[config.mk]
export PLATFORM = sky130hd
export DESIGN_NAME = vls_unit
export DESIGN_NICKNAME = d
export VERILOG_FILES = /design/src/rtl/vls_pkg.sv /design/src/rtl/vls_decode.sv /design/src/rtl/vls_len.sv /design/src/rtl/vls_state.sv /design/src/rtl/vls_unit.sv
export SDC_FILE = /design/constraint.sdc
export NUM_CORES = 1
export LEC_CHECK = 0
export BUFFER_PORTS_ARGS = -buffer_cell sky130_fd_sc_hd__buf_2
export CORE_MARGIN = 10
export CORE_UTILIZATION = 34
export CTS_CLUSTER_DIAMETER = 100
export CTS_CLUSTER_SIZE = 30
export DETAILED_ROUTE_END_ITERATION = 16
export GPL_TIMING_DRIVEN = 0
export PLACE_DENSITY = 0.78
export SLEW_MARGIN = 30
export SYNTH_ARGS = -nofsm -noshare
export SYNTH_HDL_FRONTEND = slang
export SYNTH_SLANG_ARGS = --single-unit
[constraint.sdc]
create_clock -name clk_i -period 1.77 [get_ports clk_i]
set_input_delay 0.531 -clock clk_i [delete_from_list [all_inputs] [get_ports clk_i]]
set_output_delay 0.531 -clock clk_i [all_outputs]
set_load 0.02 [all_outputs]
[src/rtl/vls_pkg.sv]
package vls_pkg;
  localparam int XLEN_D   = 64;
  localparam int INSN_W_D = 32;
  localparam int LEN_W_D  = 7;
  localparam int IDX_W_D  = 5;
  localparam int CR_W     = 4;

  // field starts, MSB-first numbering
  localparam int IMM_FIRST = 16;
  localparam int MS_BIT    = 23;
  localparam int VS_BIT    = 24;
  localparam int VF_BIT    = 25;
  localparam int RT_FIRST  = 6;
  localparam int RA_FIRST  = 11;
  localparam int RC_BIT    = 31;

  localparam int MVL_FIRST = 0;
  localparam int VL_FIRST  = 7;
  localparam int PERS_POS  = 62;
  localparam int VFST_POS  = 63;

  typedef enum logic [1:0] {CR_SO = 2'd0, CR_EQ = 2'd1, CR_GT = 2'd2, CR_LT = 2'd3} cr_bit_e;
endpackage

[src/rtl/vls_decode.sv]
module vls_decode import vls_pkg::*; #(
  parameter int INSN_W = INSN_W_D,
  parameter int LEN_W  = LEN_W_D,
  parameter int IDX_W  = IDX_W_D
) (
  input  logic [INSN_W-1:0] insn_i,
  output logic [LEN_W-1:0]  imm_raw_o,
  output logic              ms_o,
  output logic              vs_o,
  output logic              vf_o,
  output logic              rc_o,
  output logic [IDX_W-1:0]  rt_o,
  output logic [IDX_W-1:0]  ra_o
);
  localparam int TOP = INSN_W - 1;

  genvar k;
  generate
    for (k = 0; k < LEN_W; k++) begin : g_imm
      assign imm_raw_o[LEN_W-1-k] = insn_i[TOP-(IMM_FIRST+k)];
    end
    for (k = 0; k < IDX_W; k++) begin : g_idx
      assign rt_o[IDX_W-1-k] = insn_i[TOP-(RT_FIRST+k)];
      assign ra_o[IDX_W-1-k] = insn_i[TOP-(RA_FIRST+k)];
    end
  endgenerate

  assign ms_o = insn_i[TOP-MS_BIT];
  assign vs_o = insn_i[TOP-VS_BIT];
  assign vf_o = insn_i[TOP-VF_BIT];
  assign rc_o = insn_i[TOP-RC_BIT];
endmodule

[src/rtl/vls_len.sv]
module vls_len import vls_pkg::*; #(
  parameter int XLEN  = XLEN_D,
  parameter int LEN_W = LEN_W_D,
  parameter int IDX_W = IDX_W_D
) (
  input  logic [LEN_W-1:0] imm_raw_i,
  input  logic             ms_i,
  input  logic             vs_i,
  input  logic [IDX_W-1:0] ra_i,
  input  logic [XLEN-1:0]  ra_val_i,
  input  logic [LEN_W-1:0] mvl_old_i,
  input  logic [LEN_W-1:0] vl_old_i,
  output logic [LEN_W-1:0] mvl_new_o,
  output logic [LEN_W-1:0] vl_new_o
);
  localparam int EFF_W = LEN_W + 1;

  logic [EFF_W-1:0] imm_eff;
  logic [EFF_W-1:0] mvl_eff;
  logic [XLEN-1:0]  src_len;
  logic [XLEN-1:0]  lim_len;
  logic [XLEN-1:0]  vl_full;

  assign imm_eff = {1'b0, imm_raw_i} + EFF_W'(1);
  assign mvl_eff = ms_i ? imm_eff : {1'b0, mvl_old_i};
  assign lim_len = {{(XLEN-EFF_W){1'b0}}, mvl_eff};
  assign src_len = (ra_i == '0) ? {{(XLEN-EFF_W){1'b0}}, imm_eff} : ra_val_i;
  assign vl_full = (src_len < lim_len) ? src_len : lim_len;

  // keep low bits: 128 folds to 0
  assign mvl_new_o = mvl_eff[LEN_W-1:0];
  assign vl_new_o  = vs_i ? vl_full[LEN_W-1:0] : vl_old_i;
endmodule

[src/rtl/vls_state.sv]
module vls_state import vls_pkg::*; #(
  parameter int XLEN  = XLEN_D,
  parameter int LEN_W = LEN_W_D
) (
  input  logic [XLEN-1:0]  state_i,
  input  logic             ms_i,
  input  logic             vs_i,
  input  logic             vf_i,
  input  logic [LEN_W-1:0] mvl_new_i,
  input  logic [LEN_W-1:0] vl_new_i,
  output logic [LEN_W-1:0] mvl_old_o,
  output logic [LEN_W-1:0] vl_old_o,
  output logic [XLEN-1:0]  state_o,
  output logic             upd_o,
  output logic [XLEN-1:0]  rt_val_o,
  output logic [CR_W-1:0]  cr_o
);
  localparam int TOP = XLEN - 1;

  logic ovf;
  assign ovf = 1'b0;
  assign upd_o = ms_i | vs_i;

  genvar k;
  generate
    for (k = 0; k < LEN_W; k++) begin : g_fld
      assign mvl_old_o[LEN_W-1-k] = state_i[TOP-(MVL_FIRST+k)];
      assign vl_old_o[LEN_W-1-k]  = state_i[TOP-(VL_FIRST+k)];
    end
  endgenerate

  always_comb begin
    state_o = state_i;
    if (ms_i) begin
      for (int i = 0; i < LEN_W; i++) state_o[TOP-(MVL_FIRST+i)] = mvl_new_i[LEN_W-1-i];
    end
    for (int i = 0; i < LEN_W; i++) state_o[TOP-(VL_FIRST+i)] = vl_new_i[LEN_W-1-i];
    if (upd_o) begin
      state_o[TOP-VFST_POS] = vf_i;
      state_o[TOP-PERS_POS] = 1'b0;
    end
  end

  assign rt_val_o = {{(XLEN-LEN_W){1'b0}}, vl_new_i};

  always_comb begin
    cr_o        = '0;
    cr_o[CR_LT] = $signed(rt_val_o) < 0;
    cr_o[CR_GT] = $signed(rt_val_o) > 0;
    cr_o[CR_EQ] = rt_val_o == '0;
    cr_o[CR_SO] = ovf;
  end
endmodule

[src/rtl/vls_unit.sv]
module vls_unit import vls_pkg::*; #(
  parameter int XLEN   = XLEN_D,
  parameter int INSN_W = INSN_W_D,
  parameter int LEN_W  = LEN_W_D,
  parameter int IDX_W  = IDX_W_D
) (
  input  logic              clk_i,
  input  logic              rst_ni,
  input  logic              valid_i,
  input  logic [INSN_W-1:0] insn_i,
  input  logic [XLEN-1:0]   ra_val_i,
  input  logic [XLEN-1:0]   state_i,
  output logic              valid_o,
  output logic [XLEN-1:0]   state_o,
  output logic              state_we_o,
  output logic              rt_we_o,
  output logic [IDX_W-1:0]  rt_idx_o,
  output logic [XLEN-1:0]   rt_val_o,
  output logic              cr_we_o,
  output logic [CR_W-1:0]   cr_o
);
  logic [LEN_W-1:0] imm_raw, mvl_old, vl_old, mvl_new, vl_new;
  logic             ms, vs, vf, rc, upd;
  logic [IDX_W-1:0] rt, ra;
  logic [XLEN-1:0]  state_nxt, rt_val_nxt;
  logic [CR_W-1:0]  cr_nxt;

  vls_decode #(.INSN_W(INSN_W), .LEN_W(LEN_W), .IDX_W(IDX_W)) u_dec (
    .insn_i(insn_i), .imm_raw_o(imm_raw), .ms_o(ms), .vs_o(vs), .vf_o(vf),
    .rc_o(rc), .rt_o(rt), .ra_o(ra)
  );

  vls_len #(.XLEN(XLEN), .LEN_W(LEN_W), .IDX_W(IDX_W)) u_len (
    .imm_raw_i(imm_raw), .ms_i(ms), .vs_i(vs), .ra_i(ra), .ra_val_i(ra_val_i),
    .mvl_old_i(mvl_old), .vl_old_i(vl_old), .mvl_new_o(mvl_new), .vl_new_o(vl_new)
  );

  vls_state #(.XLEN(XLEN), .LEN_W(LEN_W)) u_st (
    .state_i(state_i), .ms_i(ms), .vs_i(vs), .vf_i(vf), .mvl_new_i(mvl_new),
    .vl_new_i(vl_new), .mvl_old_o(mvl_old), .vl_old_o(vl_old), .state_o(state_nxt),
    .upd_o(upd), .rt_val_o(rt_val_nxt), .cr_o(cr_nxt)
  );

  always_ff @(posedge clk_i or negedge rst_ni) begin
    if (!rst_ni) begin
      valid_o    <= 1'b0;
      state_we_o <= 1'b0;
      rt_we_o    <= 1'b0;
      cr_we_o    <= 1'b0;
      state_o    <= '0;
      rt_idx_o   <= '0;
      rt_val_o   <= '0;
      cr_o       <= '0;
    end else begin
      valid_o    <= valid_i;
      state_we_o <= valid_i & upd;
      rt_we_o    <= valid_i & (rt != '0);
      cr_we_o    <= valid_i & rc;
      if (valid_i) begin
        state_o  <= state_nxt;
        rt_idx_o <= rt;
        rt_val_o <= rt_val_nxt;
        cr_o     <= cr_nxt;
      end
    end
  end
endmodule

* Word-level counts from Yosys, hierarchy flattened
Index checks and enable logic that the tools add are counted.
** Word-level totals
- Register bits after elaboration :: 83
- Bits of input ports :: 163
- Output and inout port bits :: 141
- Logic and storage cells :: 25
** Cells by class
- $add $sub $neg :: 1
- Magnitude comparators :: 3
- Multiplexer cells :: 6
- Bitwise logic cells :: 4
- Reduce and logical (&&, ||, !) cells :: 3
** Operator list (count)
- logical NOT 64 bit :: 1
- < comparator 64 x 8 -> 1 bit :: 1
- two-way mux 64 bit :: 1
- two-way mux 7 bit :: 3
- adder 7 x 1 -> 8 bit, second input constant :: 1
- two-way mux 8 bit :: 1
- greater-than comparator 7 x 1 -> 1 bit, second input constant :: 1
- < comparator 7 x 1 -> 1 bit, second input constant :: 1
- logical NOT 5 bit :: 1
- nonzero test 5 bit :: 1
- AND 1 bit :: 3
- two-way mux 2 bit :: 1
- bitwise OR 1 bit :: 1

* Logic depth before layout (Yosys ltp)
- Depth in word-level cells :: 6
- Gate-level depth with buffers :: 15
- Mapped depth without buffers :: 14

* Cells and area by module
From an unflattened synthesis, not the netlist that was laid out.
** Unflattened totals
- Cells, all modules :: 595
- Area total of the unflattened synthesis :: 7713.6 µm²
** By module, submodules not included
- vls_unit :: instances 1, cells each 298, area each 5621.6 µm², seq. area each 3528.4 µm²
- vls_state :: instances 1, cells each 152, area each 1159.9 µm², seq. area each 0.0 µm²
- vls_len :: instances 1, cells each 124, area each 774.5 µm², seq. area each 0.0 µm²
- vls_decode :: instances 1, cells each 21, area each 157.7 µm², seq. area each 0.0 µm²

* Worst setup path after synthesis
OpenSTA, ideal clock, no wires.
- Path kind :: input -> register
- From :: input insn_i[16]
- To :: register cr_o[1]
- Library setup time :: 0.122 ns
- Data arrival time :: 3.396 ns
- Required time :: 1.648 ns
- Path slack :: -1.748 ns
- Stages :: 12
- Buffers on the path :: 1
- Cells stage by stage :: or4_4 > nor2_4 > buf_4 > mux2_2 > ha_1 > and4_1 > o21ai_0 > o211ai_2 > or3b_1 > a31oi_2 > nor3_2 > a32o_1
** Between the ends
- Word-level cells in the longest chain between the ends :: 6
** RTL lines
- start: declaration :: RTL line vls_unit.sv:10 : input logic [INSN_W-1:0] insn_i,
- logical NOT 5 bit (*) :: RTL line vls_len.sv:27 : assign src_len = (ra_i == '0) ? {{(XLEN-EFF_W){1'b0}}, imm_eff} : ra_val_i;
- two-way mux 64 bit (*) :: RTL line vls_len.sv:27
- < comparator 64 x 8 -> 1 bit :: RTL line vls_len.sv:28 : assign vl_full = (src_len < lim_len) ? src_len : lim_len;
- two-way mux 7 bit (*) :: RTL line vls_len.sv:28
- two-way mux 7 bit (*) :: RTL line vls_len.sv:32 : assign vl_new_o = vs_i ? vl_full[LEN_W-1:0] : vl_old_i;
- logical NOT 64 bit (*) :: RTL line vls_state.sv:50 : cr_o[CR_EQ] = rt_val_o == '0;
- end signal: assignment :: RTL line vls_unit.sv:63 : cr_o <= cr_nxt;
- end: declaration :: RTL line vls_unit.sv:20 : output logic [CR_W-1:0] cr_o
Mark *: on every way between the ends. The rest lies on a longest branch, timed or not.
A chain may end at the register's enable or synchronous reset.

* Worst setup path in the final report
- From :: input insn_i[20]
- To :: register cr_o[1]
Same word-level chain as after synthesis.

==> metrics.yaml <==
status:
  run_status: "finished with violations"
  violations: "setup timing"
sta:
  min_period_ns: 3.36
  min_period_over_period_pct: 190
  setup_violations: 9
  fmax_ghz: 0.298
  rsz0062_at_grt: "yes"
  final.setup.tns_ns: -12.99
  drv_slew: 0
  hold_viol: 0
  finClkSkew_ns: 0
  worst_pin_slew_ns: 0.609
  fin_ws_ns: -1.59
  relSlewSlack_pct: 59.4
floorplanning:
  start_util_pct: 34.6
  core_um2: 12000
  num_rows: 40
  die_w_um: 130
  pin_count: 304
  dieArea_um2: 17000
  die_h_um: 130
synth:
  synth_area_leaders: "dfrtp_1 (45%), mux2_2 (17%), buf_4 (12%)"
  synthFlopType: "dfrtp_1"
  synth.distinct_cells: 46
  async_flop_share_pct: 100
  ys_warn_count: 0
  syn_avg_cell_area_um2: 11.4
  synth_seq_cells: 75
  synth_edf_count: 0
  netlist_area_um2: 4140
  synth_top_area_share_pct: 45.3
  postSynthCellCount: 364
  yosysSeqAreaShare_pct: 45.3
  yosys.area.top_type: "dfrtp_1"
global_routing:
  grt_pass1_vias: 3991
  antenna_found_initial: 2
  track_usage_pct: 16.1
  grt_pass1_wl_um: 21100
  grt_max_degree: 45
  overflow: 0
placed_design:
  placed_cells: 802
  pre_cts_slack_ns: -2.09
  port_buffers: 232
  gp_congestion: 0.834
  placed_area_um2: 5780
  place_hpwl_um: 12600
layout:
  fin_cells: 838
  finalNetCount: 856
  final_area_um2: 6400
  syn2layout_area_growth_pct: 54.5
  drive_above_1_share_pct: 62.8
routing:
  ant_nets: 0
  via_per_inst: 4.51
  num_vias: 3776
  drtIter0Drc: 67
  drcViolationCount: 0
  wirelength_um: 15000
  first_pass_iters: 4
  routedWlPerCell_um: 18.0
power:
  ir_worst_vdd_v: 0.000654
  power_density_nw_per_um2: 850
  finalPower_mw: 5.44
  p_leak_nw: 3.31
clock_network:
  cts_tree: "yes"
  cts_root_buffer: "clkbuf_16"
  holdBufCountCts: 0
  clk_pin_slew_ns: 0.06
  htree_levels: 3
  clk_path_buf_depth: 2
  cts_sinks: 75
  insertion_delay_ns: 0.32
  numCtsBuffers: 9
setup_path:
  critical_path_required_ns: 2.03
  cp_data_arrival_time_ns: 3.62
  crit_path_end_kind: "flop"
  startpoint_type: "input port"
  critPathMaxFanout: 7
  worstPathCellList: "buf_6, or4_4, nor2_4, buf_6, mux2_4, ha_4, and4_4, nand4_1, a31oi_4, buf_12, a211o_1, o21a_1, o2bb2ai_2, and4_4, a32o_1"
  worstSetupPathType: "in -> reg"
  crit_slowest_cell: "or4_4"
  max_stage_delay_ns: 0.55
min_path:
  holdCritPathClass: "in -> async"
job:
  drv_cap: 0
[state kept, by name (all words and copies together), names as in the netlist]
| name | cells |
|---|---|
| cr_o | 2 |
| state_we_o | 1 |
| cr_we_o | 1 |
| rt_we_o | 1 |
| state_o | 64 |
| rt_idx_o | 5 |
| valid_o | 1 |
[logic make-up (layout without fill, tap and decap cells)]
family	count (synthesis)	after routing	synth area share, %
other	1	60	0.0905
buffers and inverters	90	358	15.3
adders and majority gates	8	8	2.42
AOI/OAI and AO/OA	52	52	9.27
muxes	66	66	17.8
xor gates and xnor gates	5	5	1.06
DFF	75	75	45.3
and+or+nand+nor	67	67	8.79
[where the power goes]
part           total (mW)  switching, mW  internal (mW)  leakage [nW]
combinational        1.43          0.806          0.626          2.28
clock                2.03          0.743           1.29         0.161
sequential           1.97         0.0892           1.88         0.876
[area by class of cell]
cell class,instances,area (µm²)
antenna,1,2.50
buffer,81,613
clock buffer,10,239
inverter,9,33.8
timing repair buffer,252,1380
clock inverter,6,96.3
sequential,75,1880
tap,147,184
multi-input combinational,257,1970
fill,1073,5560
[critical path, delay by kind of cell]
kind / cells / cell delay [ns]
simple gates: 5 / 1.34
compound gates: 5 / 0.77
buf+inv: 3 / 0.38
mux: 1 / 0.31
fa+ha+maj: 1 / 0.27
[layer usage]
metal / up-vias / global-route usage [%] / wire length, µm
li1: 1805 / - / -
met1: 1744 / 14.7 / 4890
met2: 201 / 30.3 / 8010
met3: 26 / 7.33 / 1740
met4: 0 / 6.47 / 400
met5: - / 0 / 0
[final timing paths]
kind	start	end	slack, ns	cells after the start
setup / recovery	insn_i[20]	cr_o[1]	-1.59	15
hold / removal	rst_ni	state_o[25]	0.14	1
setup reg to reg	state_o[56]	state_o[56]	0.97	1
hold reg to reg	state_o[14]	state_o[14]	0.50	1
max in group asynchronous	rst_ni	rt_idx_o[0]	1.08	2
min in group clk_i	valid_i	valid_o	0.34	1
[repair_timing]
item,4_1_cts,5_1_grt
resized for setup,12,12
hold endpoints to repair,0,0
endpoints found under the setup margin,9,9
gates cloned,1,1
pin swaps,13,10
buffers inserted,12,5
[stage by stage]
step	util (%)	hold WS [ns]
finish	53.5	0.144
global placement	48.1	0.474
CTS	52.5	0.152
floorplan	-	0.235
global route	53.5	0.157
detailed placement	48.3	0.488
[Yosys cell counts, types with 3 or more instances]
library cell and instances:
o21a_1 3, clkbuf_1 9, a211o_1 3, buf_4 67
nand4_1 4, nand3_1 4, buf_6 3, nand2_1 9
inv_1 9, mux2i_1 4, nor2_1 23, xor2_1 3
dfrtp_1 75, ha_1 8, nor4_1 15, o21ai_1 8
a21oi_1 16, o21ai_0 4, mux2_2 62
[cell usage in the layout (no fill, tap or decap), types with 9 or more instances in the layout]
master	n
buf_4	82
clkbuf_16	10
conb_1	59
mux2_2	60
a21oi_1	14
nor2_1	23
buf_2	229
dfrtp_1	75
nand2_1	9
nor4_1	15
inv_1	9
(Power assumes the default switching activity.)
